--- src/rtl/wcq_pkg.sv ---
package wcq_pkg;
  typedef enum logic [1:0] {
    CYC_WAIT_RELEASE = 2'd0,
    CYC_ARMED        = 2'd1,
    CYC_OPEN         = 2'd2
  } cyc_state_t;

  localparam int unsigned STROBE_CNT = 3;
  localparam int unsigned IDX_CS     = 0;
  localparam int unsigned IDX_WR     = 1;
  localparam int unsigned IDX_RD     = 2;
endpackage

--- src/rtl/wcq_strobe_filter.sv ---
module wcq_strobe_filter #(
  parameter int unsigned SYNC_STAGES = 2,
  parameter int unsigned GLITCH_CYC  = 2
) (
  input  logic clk,
  input  logic rst_n,
  input  logic pin_async,
  output logic level_sync,
  output logic level_clean
);
  localparam int unsigned CNT_W = (GLITCH_CYC > 1) ? $clog2(GLITCH_CYC) : 1;
  localparam logic [CNT_W-1:0] CNT_LAST = CNT_W'(GLITCH_CYC - 1);

  logic [SYNC_STAGES-1:0] sync_q;
  logic [CNT_W-1:0]       hold_cnt;
  logic                   clean_q;

  // Synchroniser chain, reset to the low (asserted) level so that
  // a released strobe must prove itself high after reset.
  always_ff @(posedge clk or negedge rst_n) begin
    if (!rst_n) sync_q <= '0;
    else        sync_q <= {sync_q[SYNC_STAGES-2:0], pin_async};
  end

  assign level_sync = sync_q[SYNC_STAGES-1];

  // Accept a new level only after it persisted GLITCH_CYC cycles.
  always_ff @(posedge clk or negedge rst_n) begin
    if (!rst_n) begin
      clean_q  <= 1'b0;
      hold_cnt <= '0;
    end else if (level_sync != clean_q) begin
      if (hold_cnt == CNT_LAST) begin
        clean_q  <= level_sync;
        hold_cnt <= '0;
      end else begin
        hold_cnt <= hold_cnt + 1'b1;
      end
    end else begin
      hold_cnt <= '0;
    end
  end

  assign level_clean = clean_q;
endmodule

--- src/rtl/wcq_bus_delay.sv ---
module wcq_bus_delay #(
  parameter int unsigned WIDTH = 24,
  parameter int unsigned DEPTH = 4
) (
  input  logic             clk,
  input  logic             rst_n,
  input  logic [WIDTH-1:0] bus_in,
  output logic [WIDTH-1:0] bus_out
);
  logic [WIDTH-1:0] stage_q [DEPTH];

  for (genvar g = 0; g < DEPTH; g++) begin : g_stage
    if (g == 0) begin : g_first
      always_ff @(posedge clk or negedge rst_n) begin
        if (!rst_n) stage_q[g] <= '0;
        else        stage_q[g] <= bus_in;
      end
    end else begin : g_next
      always_ff @(posedge clk or negedge rst_n) begin
        if (!rst_n) stage_q[g] <= '0;
        else        stage_q[g] <= stage_q[g-1];
      end
    end
  end

  assign bus_out = stage_q[DEPTH-1];
endmodule

--- src/rtl/wcq_cycle_fsm.sv ---
module wcq_cycle_fsm
  import wcq_pkg::*;
#(
  parameter int unsigned ADDR_W = 16,
  parameter int unsigned DATA_W = 8
) (
  input  logic              clk,
  input  logic              rst_n,
  input  logic              cs_lvl,
  input  logic              wr_lvl,
  input  logic              rd_lvl,
  input  logic [ADDR_W-1:0] addr_al,
  input  logic [DATA_W-1:0] data_al,
  output logic              armed,
  output logic              evt_valid,
  output logic [ADDR_W-1:0] evt_addr,
  output logic [DATA_W-1:0] evt_data
);
  cyc_state_t        state_q;
  logic [ADDR_W-1:0] addr_hold;
  logic              both_low;
  logic              both_high;

  assign both_low  = !cs_lvl && !wr_lvl;
  assign both_high = cs_lvl && wr_lvl;
  assign armed     = (state_q == CYC_ARMED);

  always_ff @(posedge clk or negedge rst_n) begin
    if (!rst_n) begin
      state_q   <= CYC_WAIT_RELEASE;
      addr_hold <= '0;
      evt_valid <= 1'b0;
      evt_addr  <= '0;
      evt_data  <= '0;
    end else begin
      evt_valid <= 1'b0;
      unique case (state_q)
        CYC_WAIT_RELEASE: begin
          if (both_high) state_q <= CYC_ARMED;
        end
        CYC_ARMED: begin
          if (both_low && rd_lvl) begin
            addr_hold <= addr_al;
            state_q   <= CYC_OPEN;
          end
        end
        CYC_OPEN: begin
          if (!rd_lvl) begin
            state_q <= CYC_WAIT_RELEASE;
          end else if (!both_low) begin
            evt_valid <= 1'b1;
            evt_addr  <= addr_hold;
            evt_data  <= data_al;
            state_q   <= CYC_WAIT_RELEASE;
          end
        end
        default: state_q <= CYC_WAIT_RELEASE;
      endcase
    end
  end
endmodule

--- src/rtl/wr_cycle_qual.sv ---
module wr_cycle_qual
  import wcq_pkg::*;
#(
  parameter int unsigned ADDR_W      = 16,
  parameter int unsigned DATA_W      = 8,
  parameter int unsigned SYNC_STAGES = 2,
  parameter int unsigned GLITCH_CYC  = 2
) (
  input  logic              clk,
  input  logic              rst_n,
  input  logic              bus_cs_n,
  input  logic              bus_wr_n,
  input  logic              bus_rd_n,
  input  logic [ADDR_W-1:0] bus_addr,
  input  logic [DATA_W-1:0] bus_data,
  output logic              evt_valid,
  output logic [ADDR_W-1:0] evt_addr,
  output logic [DATA_W-1:0] evt_data
);
  localparam int unsigned ALIGN_DEPTH = SYNC_STAGES + GLITCH_CYC;
  localparam int unsigned BUS_W       = ADDR_W + DATA_W;

  logic [STROBE_CNT-1:0] pins;
  logic [STROBE_CNT-1:0] lvl_sync;
  logic [STROBE_CNT-1:0] lvl_clean;
  logic [BUS_W-1:0]      bus_aligned;
  logic                  cs_f, wr_f, rd_f, wr_s, armed;

  assign pins[IDX_CS] = bus_cs_n;
  assign pins[IDX_WR] = bus_wr_n;
  assign pins[IDX_RD] = bus_rd_n;

  for (genvar s = 0; s < STROBE_CNT; s++) begin : g_strobe
    wcq_strobe_filter #(
      .SYNC_STAGES(SYNC_STAGES),
      .GLITCH_CYC (GLITCH_CYC)
    ) u_filt (
      .clk        (clk),
      .rst_n      (rst_n),
      .pin_async  (pins[s]),
      .level_sync (lvl_sync[s]),
      .level_clean(lvl_clean[s])
    );
  end

  assign cs_f = lvl_clean[IDX_CS];
  assign wr_f = lvl_clean[IDX_WR];
  assign rd_f = lvl_clean[IDX_RD];
  assign wr_s = lvl_sync[IDX_WR];

  wcq_bus_delay #(
    .WIDTH(BUS_W),
    .DEPTH(ALIGN_DEPTH)
  ) u_align (
    .clk    (clk),
    .rst_n  (rst_n),
    .bus_in ({bus_addr, bus_data}),
    .bus_out(bus_aligned)
  );

  wcq_cycle_fsm #(
    .ADDR_W(ADDR_W),
    .DATA_W(DATA_W)
  ) u_fsm (
    .clk      (clk),
    .rst_n    (rst_n),
    .cs_lvl   (cs_f),
    .wr_lvl   (wr_f),
    .rd_lvl   (rd_f),
    .addr_al  (bus_aligned[BUS_W-1:DATA_W]),
    .data_al  (bus_aligned[DATA_W-1:0]),
    .armed    (armed),
    .evt_valid(evt_valid),
    .evt_addr (evt_addr),
    .evt_data (evt_data)
  );
endmodule

--- config.mk ---
export PLATFORM = sky130hd
export DESIGN_NAME = wr_cycle_qual
export DESIGN_NICKNAME = d
export VERILOG_FILES = /design/src/rtl/wcq_pkg.sv /design/src/rtl/wcq_strobe_filter.sv /design/src/rtl/wcq_bus_delay.sv /design/src/rtl/wcq_cycle_fsm.sv /design/src/rtl/wr_cycle_qual.sv
export SDC_FILE = /design/constraint.sdc
export NUM_CORES = 1
export LEC_CHECK = 0
export BUFFER_PORTS_ARGS = -buffer_cell sky130_fd_sc_hd__buf_2
export CORE_MARGIN = 1
export CORE_UTILIZATION = 50
export DETAILED_ROUTE_END_ITERATION = 10
export GPL_TIMING_DRIVEN = 0
export PLACE_DENSITY = 0.72
export SLEW_MARGIN = 25
export SYNTH_ARGS = -nofsm -noshare
export SYNTH_HDL_FRONTEND = slang
export SYNTH_SLANG_ARGS = --single-unit
export TNS_END_PERCENT = 10
--- constraint.sdc ---
create_clock -name clk -period 1.4 [get_ports clk]
set_input_delay 0.28 -clock clk [delete_from_list [all_inputs] [get_ports clk]]
set_output_delay 0.28 -clock clk [all_outputs]
set_load 0.01 [all_outputs]
==> impl_summary.log, run 1 <==
[metrics] outcome: complete, no violations
[metrics] dpl cells: 370
[metrics] detailed placer's ending HPWL: 3180 um
[metrics] share of layout cells above drive strength 1: 0.438
[metrics] clock tree from TritonCTS: done
[metrics] endpoint required time on the critical path: 1.79 ns
[metrics] overall die height: 95.9 um
[metrics] number of cells in the finished layout apart from fillers: approximately 440
[metrics] count of nets left with antenna violations after detail routing: 0
[metrics] Mapped Cells: 211
[metrics] Worst Path Class, Setup: flop to flop
[metrics] count of state elements after synthesis: 151
[metrics] total die area: approximately 9000 um^2
[metrics] count of vias placed by the detailed router: slightly above 2k
[metrics] Pre-antenna DRT Iters: 4
[metrics] arrival time at the worst endpoint: approximately 1.8 ns
[metrics] area overhead of the layout relative to synthesis: 32.5%
[metrics] critical register-to-register path startpoint: g_strobe[1].u_filt.level_clean$_DFFE_PN0P_
[metrics] Worst Skew: 0.00767 ns
[metrics] total wire length: 6120 um
[metrics] leakage component of the power: 2.80 nW
[metrics] crit start category: flop
[metrics] # port buffers: 53
[metrics] average size of a mapped cell: 20.9 um^2
[metrics] clock-pin transition on the worst setup and hold timing paths: ~0.06 ns
[metrics] critical path endpoint category: flop
[metrics] final-stage net count: 354
[metrics] number of global-route vias before repair: 2037
[metrics] count of final hold-check violations: 0
[metrics] final slew viol count: 0
[metrics] Remaining Overflow, GRT: 0
[metrics] syn_nets: 240
[metrics] area of the mapped netlist: 4410 um^2
[metrics] final antenna diode count: 0
[metrics] clock root buffer master: sky130_fd_sc_hd__clkbuf_8
[metrics] f_max: just over 700 MHz
[metrics] Initial Utilization: 0.526
[metrics] detailed-route vias per instance: roughly 4.6
[metrics] RR Endpoint: u_fsm.evt_data[0]$_DFFE_PN0P_
[metrics] Worst IR Drop VDD: 1190 uV
[metrics] flop2flop setup slack: 0.009 ns
[metrics] Std-Cell Rows: 33
[metrics] gpl congestion: 0.598
[metrics] remaining max-slew budget at the tightest pin: 0.639
[metrics] crit path time final: 1.39 ns
[metrics] share of synthesized area occupied by flip-flops and latches: 0.856
[metrics] transition time of the tightest slew-check pin: ~0.54 ns
[metrics] Distinct cells, synth: 15
[metrics] RSZ-0062 raised after global routing: true
[metrics] final worst path period share: 0.994
[metrics] I/O pin cnt: 54
[metrics] number of remaining DRC errors: 0
[metrics] Clock Sink Count: 151
[metrics] cts bufs inserted: 17
[metrics] gr usage total: 0.155
[metrics] CTS Buffer Depth: 2
[metrics] wire length per cell: 13.8 um
[metrics] antenna violations before repair: 0
[metrics] number of max-cap violations: 0
[metrics] maximum net fanout on the critical path: 10
[metrics] Iteration-0 DRC Markers: 50
[metrics] worst reg2reg path depth: 5
[metrics] H-tree depth reported by CTS: 4
[metrics] Synth Warn #: 0
[metrics] Post-Place Cell Area: 4850 um^2
[metrics] first-pass GRT wire length: 9800 um
[metrics] final count of negative-setup-slack endpoints: 0
[metrics] area of the core: between 8000 and 9000 um^2
[metrics] largest net degree at the start of global routing: 78
[metrics] worst skew pair latency: 0.51 ns
[metrics] min-delay worst type: input pin to asynchronous set/reset pin
[metrics] Layout Cell Area excl Fill: 5850 um^2
[metrics] power density cells: ~2000 nW/um^2
[metrics] horizontal die dimension: about 96 um
-- worst max-delay path by stage --
| stage | start | to | slack [ns] | cells past startpoint |
|---|---|---|---|---|
| floorplan | g_strobe[2].u_filt.level_clean$_DFFE_PN0P_ | u_fsm.evt_addr[10]$_DFFE_PN0P_ | -0.02 | 4 |
| global placement | rst_n | g_strobe[2].u_filt.level_clean$_DFFE_PN0P_ | -2.16 | 1 |
| detailed placement | g_strobe[2].u_filt.level_clean$_DFFE_PN0P_ | u_fsm.evt_addr[11]$_DFFE_PN0P_ | -0.23 | 4 |
| CTS | g_strobe[0].u_filt.level_clean$_DFFE_PN0P_ | u_fsm.evt_data[0]$_DFFE_PN0P_ | -0.02 | 5 |
| global route | g_strobe[1].u_filt.level_clean$_DFFE_PN0P_ | u_fsm.evt_addr[13]$_DFFE_PN0P_ | -0.05 | 5 |
| finish | g_strobe[1].u_filt.level_clean$_DFFE_PN0P_ | u_fsm.evt_data[0]$_DFFE_PN0P_ | 0.009 | 5 |
-- routing by layer --
layer  track usage  part of all wire
met1         0.178              0.42
met2         0.248              0.52
met3        0.0600             0.040
met4        0.0896             0.020
met5             0                 0
-- logic make-up (layout without fill, tap and decap cells) --
| logic type | count (synthesis) | count (layout) | synth area share |
|---|---|---|---|
| multiplexers | 43 | 43 | 0.110 |
| XOR/XNOR | 4 | 4 | 0.00794 |
| buffers and inverters | 3 | 130 | 0.00624 |
| flip-flops | 151 | 151 | 0.856 |
| AND/OR/NAND/NOR | 8 | 8 | 0.0170 |
| AO/OA/AOI/OAI | 2 | 2 | 0.00283 |
-- registers in the layout, indices dropped and copies added (netlist names), 3 cells and up --
signal                       cells
u_fsm.evt_addr                  16
u_fsm.addr_hold                 16
u_align.stage_q                 72
u_fsm.evt_data                   8
g_strobe.u_filt.hold_cnt         3
u_align.bus_out                 24
g_strobe.u_filt.sync_q           6
g_strobe.u_filt.level_clean      3
-- placed cells by master, fill, tap and decap left out --
cell type / Yosys / routed
sky130_fd_sc_hd__nor2_1: 3 / 3
sky130_fd_sc_hd__a21oi_1: 1 / 1
sky130_fd_sc_hd__buf_6: 2 / 3
sky130_fd_sc_hd__a211oi_1: 1 / 1
sky130_fd_sc_hd__mux2_1: 9 / 5
sky130_fd_sc_hd__nand4b_4: 1 / 1
sky130_fd_sc_hd__nor2_4: 1 / 1
sky130_fd_sc_hd__mux2_2: 34 / 34
sky130_fd_sc_hd__dfrtp_2: 0 / 5
sky130_fd_sc_hd__dfrtp_1: 151 / 146
sky130_fd_sc_hd__bufinv_16: 0 / 2
sky130_fd_sc_hd__mux2_4: 0 / 4
sky130_fd_sc_hd__inv_6: 0 / 6
sky130_fd_sc_hd__clkbuf_1: 0 / 1
sky130_fd_sc_hd__buf_8: 0 / 1
sky130_fd_sc_hd__clkbuf_16: 0 / 16
sky130_fd_sc_hd__xnor2_1: 3 / 3
sky130_fd_sc_hd__buf_4: 0 / 12
sky130_fd_sc_hd__inv_8: 0 / 2
sky130_fd_sc_hd__buf_2: 1 / 52
sky130_fd_sc_hd__buf_16: 0 / 1
sky130_fd_sc_hd__clkinvlp_4: 0 / 3
sky130_fd_sc_hd__and3_1: 1 / 1
sky130_fd_sc_hd__xor2_1: 1 / 1
sky130_fd_sc_hd__clkbuf_8: 0 / 1
sky130_fd_sc_hd__nand2_2: 1 / 1
sky130_fd_sc_hd__buf_12: 0 / 1
sky130_fd_sc_hd__clkinv_2: 0 / 1
sky130_fd_sc_hd__nor3_4: 1 / 1
sky130_fd_sc_hd__dlygate4sd3_1: 0 / 28
-- stage by stage --
stage | hold WS, ns | power, mW | setup slack (ns) | TNS [ns] | util
floorplan | -0.0156 | 6.60 | -0.0203 | -0.290 | -
global placement | 0.331 | 7.15 | -2.16 | -292.32 | 0.574
detailed placement | 0.283 | 7.29 | -0.228 | -5.77 | 0.578
CTS | 0.320 | 11.8 | -0.0249 | -0.193 | 0.688
global route | 0.346 | 12.5 | -0.0477 | -0.674 | 0.697
finish | 0.319 | 11.9 | 0.00907 | 0 | 0.697
-- power by group --
group | total [mW] | switching, mW | leakage [nW] | internal [mW]
Combinational | 1.91 | 0.786 | 0.715 | 1.13
Clock | 4.40 | 1.81 | 0.277 | 2.59
Sequential | 5.60 | 0.412 | 1.81 | 5.19
-- cells in the mapped netlist --
cell type	count	area, um^2
sky130_fd_sc_hd__mux2_2	34	383
sky130_fd_sc_hd__buf_2	1	5.00
sky130_fd_sc_hd__dfrtp_1	151	3780
sky130_fd_sc_hd__a211oi_1	1	7.51
sky130_fd_sc_hd__buf_6	2	22.5
sky130_fd_sc_hd__nand4b_4	1	23.8
sky130_fd_sc_hd__and3_1	1	6.26
sky130_fd_sc_hd__xnor2_1	3	26.3
sky130_fd_sc_hd__nor2_4	1	11.3
sky130_fd_sc_hd__nor3_4	1	16.3
sky130_fd_sc_hd__mux2_1	9	101
sky130_fd_sc_hd__a21oi_1	1	5.00
sky130_fd_sc_hd__xor2_1	1	8.76
sky130_fd_sc_hd__nand2_2	1	6.26
sky130_fd_sc_hd__nor2_1	3	11.3
-- worst max-delay path, cell delays in order (launching register included) --
cell	delay, ns
sky130_fd_sc_hd__dfrtp_2	0.44
sky130_fd_sc_hd__nor2_4	0.19
sky130_fd_sc_hd__nor3_4	0.06
sky130_fd_sc_hd__buf_6	0.13
sky130_fd_sc_hd__buf_12	0.14
sky130_fd_sc_hd__mux2_1	0.31
-- layout make-up --
type                    count  area, um^2
clock buffers              18         418
fillers                   544        2540
repair buffers             95         684
clock inverters            14         163
well taps                 105         131
plain buffers               3        42.5
flip-flops and latches    151        3780
multi-input cells          57         622
-- timing repair --
item / CTS / global route
endpoints found under the hold margin: 101 / 0
buffers inserted: 5 / 7
gates cloned: 1 / 0
hold buffers: 28 / 0
setup endpoints to repair: 34 / 35
pin swaps: 3 / 1
resized for setup: 7 / 7
(Power assumes the default switching activity.)
==> run 2: changes to the inputs <==
CORE_UTILIZATION = 53   (was 50)
CTS_BUF_LIST = sky130_fd_sc_hd__clkbuf_4 sky130_fd_sc_hd__clkbuf_8   (was unset)
PLACE_DENSITY = 0.76   (was 0.72)
==> run 2 against run 1 <==
Net effect:
- the flow now finishes with violations (negative setup slack)
- wire length fell by 0.88%
- global-route usage grew 1.3 points
- die area shrank 5.5%
- sequential cell count unchanged
- final cell count shrank 1.1%
- maximum frequency is 0.76% lower
- register-to-register slack hardly changed
==> impl_summary.log, run 2 (synthesis results as in run 1) <==
[metrics] internal power summed over all cells: slightly above 8 mW
[metrics] count of vias placed by the detailed router: about 2.0k
[metrics] Net Switching: between 2 and 3 mW
[metrics] count of nets left with antenna violations after detail routing: 0
[metrics] delay of the slowest cell on the worst path: 0.40 ns
[metrics] Iteration-0 DRC Markers: 54
[metrics] final count of negative-setup-slack endpoints: 1
[metrics] number of max-cap violations: 0
[metrics] f_max: 713 MHz
[metrics] transition time of the tightest slew-check pin: 0.471 ns
[metrics] Largest register FFs: roughly 70
[metrics] gpl congestion: 0.620
[metrics] final slew viol count: 0
[metrics] Reg power frac: 0.510
[metrics] clock-pin transition on the worst setup and hold timing paths: 0.08 ns
[metrics] H-tree depth reported by CTS: 4
[metrics] share of layout cells above drive strength 1: 0.443
[metrics] failing checks: negative setup slack
[metrics] area overhead of the layout relative to synthesis: 29.3%
[metrics] maximum net fanout on the critical path: 5
[metrics] commonest non-fill, non-tap cell in the layout: sky130_fd_sc_hd__dfrtp_1
[metrics] arrival time at the worst endpoint: ~1.7 ns
[metrics] Worst Path Class, Setup: flop to flop
[metrics] first-pass GRT wire length: 10400 um
[metrics] min-delay worst type: input pin to asynchronous set/reset pin
[metrics] total die area: approximately 8700 um^2
[metrics] overall die height: 93.3 um
[metrics] RSZ-0062 raised after global routing: true
[metrics] critical path endpoint category: flop
[metrics] remaining max-slew budget at the tightest pin: 0.686
[metrics] fin worst setup slack: -0.00156 ns
[metrics] worst skew pair latency: approximately 0.42 ns
[metrics] endpoint required time on the critical path: ~1.7 ns
[metrics] Switching Share: 0.250
[metrics] antenna violations before repair: 0
[metrics] Worst Skew: ~0.0089 ns
[metrics] Remaining Overflow, GRT: 0
[metrics] detailed placer's ending HPWL: between 3000 and 4000 um
[metrics] final-stage net count: 352
[metrics] count of final hold-check violations: 0
[metrics] number of cells in the finished layout apart from fillers: 438
[metrics] Initial Utilization: 0.559
[metrics] I/O pin cnt: 54
[metrics] outcome: finished, violations left
[metrics] Std-Cell Rows: 32
[metrics] most frequent cells in the layout: sky130_fd_sc_hd__dfrtp_1, sky130_fd_sc_hd__buf_2, sky130_fd_sc_hd__mux2_2
[metrics] Largest Register: u_align.stage_q
[metrics] crit path time final: 1.40 ns
[metrics] post-layout utilization of the core: 0.724
[metrics] wire length per cell: 13.8 um
[metrics] cell type group with the largest total delay on the critical path: flip-flops
[metrics] number of global-route vias before repair: 2217
[metrics] register area: 3780 um^2
[metrics] detailed-route vias per instance: 4.59
[metrics] highest-delay cell along the critical path: sky130_fd_sc_hd__dfrtp_1
[metrics] area of the core: 7890 um^2
[metrics] final worst path period share: 1.00
[metrics] Clock Sink Count: 151
[metrics] portion of total power attributed to combinational logic: 0.177
[metrics] final antenna diode count: 0
[metrics] Pre-antenna DRT Iters: 2
[metrics] Filler Cell Count: 488
[metrics] clock root buffer master: sky130_fd_sc_hd__clkbuf_8
[metrics] CTS Buffer Depth: 2
[metrics] gr usage total: 0.168
[metrics] Worst IR Drop VDD: 1240 uV
[metrics] sum of buffers and inverters on the critical path: 2
[metrics] crit start category: flop
[metrics] power density cells: 1920 nW/um^2
[metrics] fraction of power consumed by the clock network: 0.313
[metrics] cts bufs inserted: 17
[metrics] area occupied by multi-input gates: between 600 and 700 um^2
[metrics] dpl cells: around 370
[metrics] horizontal die dimension: around 93 um
[metrics] total wire length: 6060 um
[metrics] flop2flop setup slack: -0.002 ns
[metrics] leakage component of the power: 2.74 nW
[metrics] # port buffers: 53
[metrics] largest net degree at the start of global routing: 102
[metrics] list of cells traversed by the critical path: nor2_4, nor3_4, buf_12, buf_6, mux2_2
[metrics] number of remaining DRC errors: 0
[metrics] clock tree from TritonCTS: done
==> run 2: changes by cell type in the layout (fill, tap and decap cells not counted), moves of 2 or more <==
cell	delta
sky130_fd_sc_hd__dfrtp_1	+3
sky130_fd_sc_hd__clkinv_4	+5
sky130_fd_sc_hd__buf_4	-3
sky130_fd_sc_hd__mux2_1	-5
sky130_fd_sc_hd__inv_8	-2
sky130_fd_sc_hd__clkbuf_16	-16
sky130_fd_sc_hd__mux2_4	+5
sky130_fd_sc_hd__clkbuf_8	+18
sky130_fd_sc_hd__inv_6	-4
sky130_fd_sc_hd__dfrtp_2	-3
==> run 2: power by group through the flow <==
| stage | clock [mW] | sequential [mW] | combinational (mW) |
|---|---|---|---|
| after floorplan | 0 | 5.76 | 0.836 |
| after global placement | 0 | 5.65 | 1.50 |
| after detailed placement | 0 | 5.71 | 1.59 |
| after CTS | 3.51 | 5.58 | 1.90 |
| after global routing | 3.72 | 5.69 | 2.11 |
| final | 3.42 | 5.58 | 1.94 |
==> run 2: final timing paths <==
check                                                            from                             end  depth (start not counted)
max                        g_strobe[0].u_filt.level_clean$_DFFE_PN0P_  u_fsm.evt_addr[10]$_DFFE_PN0P_                          5
min                                                             rst_n   u_align.stage_q[91]$_DFF_PN0_                          2
max reg2reg                g_strobe[0].u_filt.level_clean$_DFFE_PN0P_  u_fsm.evt_addr[10]$_DFFE_PN0P_                          5
min reg2reg                             u_align.stage_q[66]$_DFF_PN0_   u_align.stage_q[42]$_DFF_PN0_                          0
max in group asynchronous                                       rst_n    u_fsm.state_q[0]$_DFFE_PN0P_                          3
min in group clk                        u_align.stage_q[66]$_DFF_PN0_   u_align.stage_q[42]$_DFF_PN0_                          0
==> run 2: repair_timing <==
action / CTS / global route
hold buffers: 28 / 0
gates resized for setup: 8 / 8
endpoints found under the setup margin: 34 / 24
gates cloned: 1 / 0
buffers inserted: 10 / 0
pin swaps: 3 / 0
endpoints found under the hold margin: 77 / 0
==> run 2: cell type report <==
class	count	area share
Tap cell	102	0.0224
Clock inverter	13	0.0300
Sequential cell	151	0.663
Timing Repair Buffer	93	0.119
Multi-Input combinational cell	57	0.112
Clock buffer	19	0.0458
Buffer	3	0.00745
==> run 2: through the flow <==
| step | hold slack [ns] | total power [mW] | setup WS, ns | setup TNS [ns] | instance area (um^2) |
|---|---|---|---|---|---|
| 6_report | 0.340 | 10.9 | -0.00156 | -0.00156 | 5710 |
| 5_1_grt | 0.344 | 11.5 | -0.0791 | -1.17 | 5710 |
| 4_1_cts | 0.331 | 11.0 | -0.000297 | -0.000297 | 5680 |
| 3_5_place_dp | 0.207 | 7.30 | -0.242 | -5.71 | 4840 |
| 3_3_place_gp | 0.331 | 7.15 | -2.16 | -291.71 | 4810 |
| 2_1_floorplan | -0.0156 | 6.60 | -0.0203 | -0.290 | 4410 |
==> run 2: per-layer routing <==
| metal | wire, um | vias up | part of all wire | track usage |
|---|---|---|---|---|
| met1 | 2680 | 1027 | 0.44 | 0.209 |
| li1 | - | 928 | - | - |
| met2 | 3060 | 45 | 0.50 | 0.261 |
| met4 | 101 | 0 | 0.017 | 0.0936 |
| met3 | 218 | 10 | 0.036 | 0.0553 |
| met5 | 0 | - | 0 | 0 |
